$ cat src/rtl/mtw_pkg.sv
package mtw_pkg;

  typedef enum logic {
    AWAIT_SETTLE  = 1'b0,
    AWAIT_RETRACT = 1'b1
  } await_e;

  // Window length in ticks for the chosen operation class
  function automatic int unsigned window_ticks(input logic long_win,
                                               input int unsigned short_t,
                                               input int unsigned long_t);
    return long_win ? long_t : short_t;
  endfunction

  // True when the pending tick brings the count to the terminal value
  function automatic logic hits_terminal(input int unsigned count,
                                         input int unsigned limit);
    return (count + 1) == limit;
  endfunction

endpackage

$ cat src/rtl/tick_edge.sv
module tick_edge (
  input  logic clk,
  input  logic rst_n,
  input  logic sig_i,
  output logic rise_o
);
  logic sig_q;

  always_ff @(posedge clk or negedge rst_n) begin
    if (!rst_n) sig_q <= 1'b0;
    else        sig_q <= sig_i;
  end

  assign rise_o = sig_i & ~sig_q;
endmodule

$ cat src/rtl/tmo_start_sel.sv
module tmo_start_sel
  import mtw_pkg::*;
(
  input  logic   seek_i,
  input  logic   load_i,
  input  logic   unload_i,
  input  logic   recal_i,
  output logic   any_start_o,
  output logic   long_win_o,
  output await_e await_o
);
  always_comb begin
    any_start_o = seek_i | load_i | unload_i | recal_i;
    long_win_o  = 1'b0;
    await_o     = AWAIT_SETTLE;
    if (seek_i) begin
      long_win_o = 1'b0;
    end else if (recal_i || load_i) begin
      long_win_o = 1'b1;
    end else if (unload_i) begin
      long_win_o = 1'b1;
      await_o    = AWAIT_RETRACT;
    end
  end
endmodule

$ cat src/rtl/tmo_counter.sv
module tmo_counter
  import mtw_pkg::*;
#(
  parameter int unsigned SHORT_TICKS = 16,
  parameter int unsigned LONG_TICKS  = 225,
  parameter int unsigned CNT_W       = 8
) (
  input  logic             clk,
  input  logic             rst_n,
  input  logic             clear_i,
  input  logic             start_i,
  input  logic             long_win_i,
  input  await_e           await_i,
  input  logic             settled_i,
  input  logic             retracted_i,
  input  logic             tick_i,
  output logic             fault_o,
  output logic             active_o,
  output logic [CNT_W-1:0] count_o,
  output logic             expire_o
);
  logic [CNT_W-1:0] count_q, limit_q;
  logic             active_q, fault_q;
  await_e           await_q;
  logic             done_evt;

  assign done_evt = (await_q == AWAIT_SETTLE) ? settled_i : retracted_i;
  assign expire_o = active_q & ~fault_q & ~clear_i & ~start_i & ~done_evt & tick_i &
                    hits_terminal(32'(count_q), 32'(limit_q));

  always_ff @(posedge clk or negedge rst_n) begin
    if (!rst_n) begin
      count_q  <= '0;
      limit_q  <= CNT_W'(SHORT_TICKS);
      active_q <= 1'b0;
      fault_q  <= 1'b0;
      await_q  <= AWAIT_SETTLE;
    end else if (clear_i) begin
      count_q  <= '0;
      active_q <= 1'b0;
      fault_q  <= 1'b0;
    end else if (!fault_q) begin
      if (start_i) begin
        count_q  <= '0;
        limit_q  <= CNT_W'(window_ticks(long_win_i, SHORT_TICKS, LONG_TICKS));
        await_q  <= await_i;
        active_q <= 1'b1;
      end else if (active_q && done_evt) begin
        count_q  <= '0;
        active_q <= 1'b0;
      end else if (active_q && tick_i) begin
        count_q <= count_q + CNT_W'(1);
        if (expire_o) begin
          fault_q  <= 1'b1;
          active_q <= 1'b0;
        end
      end
    end
  end

  assign fault_o  = fault_q;
  assign active_o = active_q;
  assign count_o  = count_q;
endmodule

$ cat src/rtl/mech_timeout_wdog.sv
module mech_timeout_wdog
  import mtw_pkg::*;
#(
  parameter int unsigned SHORT_TICKS = 16,
  parameter int unsigned LONG_TICKS  = 225,
  localparam int unsigned CNT_W      = $clog2(LONG_TICKS + 1)
) (
  input  logic clk,
  input  logic rst_n,
  input  logic tick_in,
  input  logic start_seek,
  input  logic start_load,
  input  logic start_unload,
  input  logic start_recal,
  input  logic settled_i,
  input  logic retracted_i,
  input  logic por_start,
  input  logic run_sw,
  output logic fault_n,
  output logic fault_led,
  output logic shutdown_req
);
  logic             tick_evt, run_rise, clear_evt;
  logic             any_start, long_win;
  await_e           await_sel;
  logic             fault_q, cycle_active, expire_evt;
  logic [CNT_W-1:0] cnt;

  tick_edge u_tick (.clk(clk), .rst_n(rst_n), .sig_i(tick_in), .rise_o(tick_evt));
  tick_edge u_run  (.clk(clk), .rst_n(rst_n), .sig_i(run_sw),  .rise_o(run_rise));

  assign clear_evt = por_start | run_rise;

  tmo_start_sel u_sel (
    .seek_i(start_seek), .load_i(start_load), .unload_i(start_unload),
    .recal_i(start_recal), .any_start_o(any_start), .long_win_o(long_win),
    .await_o(await_sel)
  );

  tmo_counter #(.SHORT_TICKS(SHORT_TICKS), .LONG_TICKS(LONG_TICKS), .CNT_W(CNT_W)) u_cnt (
    .clk(clk), .rst_n(rst_n), .clear_i(clear_evt), .start_i(any_start),
    .long_win_i(long_win), .await_i(await_sel), .settled_i(settled_i),
    .retracted_i(retracted_i), .tick_i(tick_evt), .fault_o(fault_q),
    .active_o(cycle_active), .count_o(cnt), .expire_o(expire_evt)
  );

  assign fault_n      = ~fault_q;
  assign fault_led    = fault_q;
  assign shutdown_req = fault_q;
endmodule

$ cat config.mk
export PLATFORM = sky130hd
export DESIGN_NAME = mech_timeout_wdog
export DESIGN_NICKNAME = d
export VERILOG_FILES = /design/src/rtl/mtw_pkg.sv /design/src/rtl/tick_edge.sv /design/src/rtl/tmo_start_sel.sv /design/src/rtl/tmo_counter.sv /design/src/rtl/mech_timeout_wdog.sv
export SDC_FILE = /design/constraint.sdc
export NUM_CORES = 1
export LEC_CHECK = 0
export BUFFER_PORTS_ARGS = -buffer_cell sky130_fd_sc_hd__buf_2
export CAP_MARGIN = 25
export CORE_UTILIZATION = 50
export CTS_CLUSTER_SIZE = 20
export DETAILED_ROUTE_END_ITERATION = 8
export PLACE_DENSITY = 0.82
export SETUP_SLACK_MARGIN = 0.4
export SLEW_MARGIN = 15
export SYNTH_ARGS = -nofsm -noshare
export SYNTH_HDL_FRONTEND = slang
export SYNTH_SLANG_ARGS = --single-unit
export TNS_END_PERCENT = 1
$ cat constraint.sdc
create_clock -name clk -period 3.3 [get_ports clk]
set_input_delay 0 -clock clk [delete_from_list [all_inputs] [get_ports clk]]
set_output_delay 0 -clock clk [all_outputs]
set_load 0.05 [all_outputs]
==> summary by stage <==
Timing
The relative slew slack is 69.87%. The number of pins exceeding their max-slew limit in the final report was 0. The count of final setup violators is 0. The number of failing hold endpoints at the final stage is 0.

After layout, the worst path uses 55.08% of the clock period. Derived from the worst setup path, the maximum achievable clock frequency is 550.1 MHz. The worst clock skew is 0.01177 ns. The minimum period implied by the final worst setup slack is 1.818 ns. The transition at the pin with the smallest max-transition slack is 0.4520 ns.

The setup TNS after final layout is 0 ns. Setup repair after global routing left no endpoint under its margin.

Global route
The global routing usage summed across all routing layers is 22.63%. The via count of the first global-routing pass is 776. The pin count of the biggest net entering global routing is 16.

The initial antenna violation count is 0. The wire length of the first global-routing pass is 3305 um. The total congestion overflow is 0.

Detailed routing
The number of DRC violations after detailed-routing iteration 0 is 26. The number of vias per cell is 5.745. The final layout contains routed wiring with a total length of 1863 um. For this run, design rule violations remaining after detail routing come to 0. The overall via count from detail_route is 810. Before antenna repair, the detailed router went through 4 iterations. The number of antenna-violating nets in the routed design is 0. The mean routed wirelength per cell is 13.21 um.

Final layout
The fraction of final layout cells with drive strength greater than 1 is 22.41%. At the end of the flow, the number of nets in the layout was 129. 0 antenna diodes ended up in the layout. The multi-input combinational cells in the finished layout cover a total of 498.0 um^2. The sequential cells in the finished layout cover a total of 376.6 um^2. The count of filler cells inserted in the layout is 169. The growth of design area from synthesis to finish is 10.89%.

CTS
No sink is reached through more buffers than the 2 on the longest clock path. The cell sitting at the root of the clock tree is a sky130_fd_sc_hd__clkbuf_4. The number of clock sinks seen by CTS is 15. The clock insertion delay at the later pin of the skew report is 0.29 ns.

The maximum level of the CTS H-tree is 1. The TritonCTS buffer count is 3. The CTS tree is built. After clock tree synthesis, the setup repair step added 0 buffers.

After clock tree synthesis, the clock-pin slew on the worst setup and hold paths is 0.10 ns.

Logic synthesis
The flop and latch count out of synthesis is 15. For this run, the leading register cell type out of synthesis is sky130_fd_sc_hd__dfrtp_1. The number of different library cells used by synthesis comes to 33. By count the netlist is led by sky130_fd_sc_hd__dfrtp_1, sky130_fd_sc_hd__nand2_1, sky130_fd_sc_hd__a21oi_1, sky130_fd_sc_hd__nand3_1, sky130_fd_sc_hd__o21ai_0. The synthesized design contains 0 enable-type register cells.

Counting every instance in the synthesized netlist gives 101. The post-synthesis area per instance is 9.440 um^2. The top cell type's share of synthesized area is 36.75%. The Yosys step of the flow raised 0 warnings. The sequential share of the synthesized area is 39.50%. In this run the cell area of the synthesized design comes to 953.4 um^2. The largest total area in the synthesized netlist belongs to sky130_fd_sc_hd__dfrtp_1. The net count after synthesis is 113. By area the synthesized netlist is led by sky130_fd_sc_hd__dfrtp_1, sky130_fd_sc_hd__buf_6, sky130_fd_sc_hd__nand2_1, sky130_fd_sc_hd__a21oi_1, sky130_fd_sc_hd__xor2_1. The most numerous cell in the Yosys netlist is sky130_fd_sc_hd__dfrtp_1. The async set-reset flop share out of synthesis is 100.0%.

Setup path
The reg-to-reg startpoint is u_cnt.count_o[1]$_DFFE_PN0P_. The worst-path maximum fanout is 7. STA classifies the critical path startpoint as a register.

The worst setup path is captured at a register. By startpoint and endpoint, the worst setup path is classified as reg -> reg. Tracing the worst setup path back leads to its startpoint at u_cnt.count_o[1]$_DFFE_PN0P_. The critical path arrival is 2.00 ns. STA puts the critical path data required time at 3.48 ns.

Power and ir drop
Power spread over the standard cell area amounts to 322.9 nW/um^2. The highest ir drop seen on vdd is 0.0002745 V. Power comes to 0.0003414 W.

In this run the static leakage power is 0.4764 nW.

Die
The placeable core region is 1764 um^2. The starting density of the core is 54.04%. The die is 45.67 um tall. The die is 45.67 um wide.

The placement row count is 15. The top-level port count is 14. The overall die area is 2085 um^2.

Worst hold path
The path category of the worst min-delay check is in -> reg. The startpoint identified for the worst hold timing path is start_recal.

Placement
Buffers placed on the I/O ports in this run total 13. The post-DP HPWL is 1335 um. The routability-driven placement congestion ratio is 0.8401.

Flow run
The count of maximum capacitance violations is 0.

Outcome
The run finished with clean final reports.
## sequential cells by signal, indices dropped and copies added, names as in the netlist
name / cells
u_cnt.active_o: 1
u_run.sig_q: 1
u_cnt.limit_q: 2
u_cnt.count_o: 8
u_tick.sig_q: 1
u_cnt.await_q: 1
u_cnt.fault_o: 1
## worst paths after layout
check / to / slack (ns) / cells after the start
worst max-delay path: u_cnt.active_o$_DFFE_PN0P_ / 1.48 / 6
worst min-delay path: u_cnt.await_q$_DFFE_PN0P_ / 0.01 / 3
worst max register to register: u_cnt.active_o$_DFFE_PN0P_ / 1.48 / 6
worst min register to register: u_cnt.limit_q[4]$_DFFE_PN1P_ / 0.51 / 2
max in group asynchronous: u_cnt.limit_q[4]$_DFFE_PN1P_ / 2.86 / 2
min in group asynchronous: u_cnt.count_o[3]$_DFFE_PN0P_ / 0.13 / 2
## cells by family (layout without fill, tap and decap cells)
logic type | Yosys count | in the layout | share of synthesized area (%)
and+or+nand+nor | 38 | 38 | 23.75
AOI/OAI and AO/OA | 27 | 27 | 18.24
DFF | 15 | 15 | 39.50
buffers and inverters | 11 | 26 | 8.267
xor gates and xnor gates | 5 | 5 | 4.593
muxes | 4 | 4 | 4.331
adders and majority gates | 1 | 1 | 1.312
## power by group
group           total, W  internal, W  switching, W
Sequential      0.000197     0.000192    0.00000535
Clock           0.000107    0.0000451     0.0000618
Combinational  0.0000376    0.0000185     0.0000191
## worst max-delay path: stages, from the launching register on
cell and delay (ns):
sky130_fd_sc_hd__dfrtp_1 0.45, sky130_fd_sc_hd__ha_1 0.33, sky130_fd_sc_hd__nand3_1 0.10, sky130_fd_sc_hd__or2_2 0.32, sky130_fd_sc_hd__xor2_1 0.17, sky130_fd_sc_hd__mux2i_1 0.25
sky130_fd_sc_hd__a21oi_1 0.09
## cells in the final DEF, fill, tap and decap left out, types with 2 or more instances in the layout
cell / synthesis / layout
sky130_fd_sc_hd__or3_1: 2 / 2
sky130_fd_sc_hd__buf_2: 0 / 13
sky130_fd_sc_hd__clkbuf_4: 0 / 3
sky130_fd_sc_hd__and4_4: 2 / 2
sky130_fd_sc_hd__dfrtp_1: 14 / 14
sky130_fd_sc_hd__mux2i_1: 3 / 3
sky130_fd_sc_hd__a31oi_1: 5 / 5
sky130_fd_sc_hd__dlygate4sd3_1: 0 / 4
sky130_fd_sc_hd__nand2_1: 11 / 11
sky130_fd_sc_hd__a41oi_1: 2 / 2
sky130_fd_sc_hd__nand3_1: 6 / 6
sky130_fd_sc_hd__o21ai_0: 6 / 6
sky130_fd_sc_hd__nand2b_1: 2 / 2
sky130_fd_sc_hd__nor2b_1: 2 / 2
sky130_fd_sc_hd__nand4_1: 4 / 4
sky130_fd_sc_hd__inv_1: 5 / 5
sky130_fd_sc_hd__xor2_1: 4 / 4
sky130_fd_sc_hd__a21oi_1: 8 / 8
sky130_fd_sc_hd__nor2_1: 4 / 4
## per-stage QoR
stage | util, % | setup slack (ns) | hold slack (ns) | std cells | area (um^2)
2_1_floorplan | - | 1.314 | -0.2956 | 101 | 953.4
3_3_place_gp | 56.10 | 1.596 | -0.08385 | 133 | 989.7
3_5_place_dp | 56.10 | 1.508 | -0.08131 | 133 | 989.7
4_1_cts | 59.93 | 1.501 | 0.007790 | 141 | 1057
5_1_grt | 59.93 | 1.296 | 0.02966 | 141 | 1057
6_report | 59.93 | 1.482 | 0.01312 | 141 | 1057
## layout make-up
| cell class | count | share of cell area, % |
|---|---|---|
| clock inverter | 1 | 0.4734 |
| clock buffer | 3 | 2.130 |
| inverter | 5 | 1.775 |
| tap | 25 | 2.959 |
| timing repair buffer | 17 | 9.941 |
| multi-input combinational | 75 | 47.10 |
| sequential | 15 | 35.62 |
## routing by layer
metal / GRT usage [%] / share of wire (%) / vias to the layer above
met3: 7.937 / 4.6 / 2
met1: 27.75 / 47 / 391
met4: 6.061 / 0.54 / 0
met5: 0 / 0 / -
met2: 37.43 / 48 / 23
li1: - / - / 394
## repair_timing
item	CTS	global route
setup endpoints to repair	0	0
resized for setup	0	0
hold buffers	4	0
endpoints found under the hold margin	18	0
(Power assumes the default switching activity.)
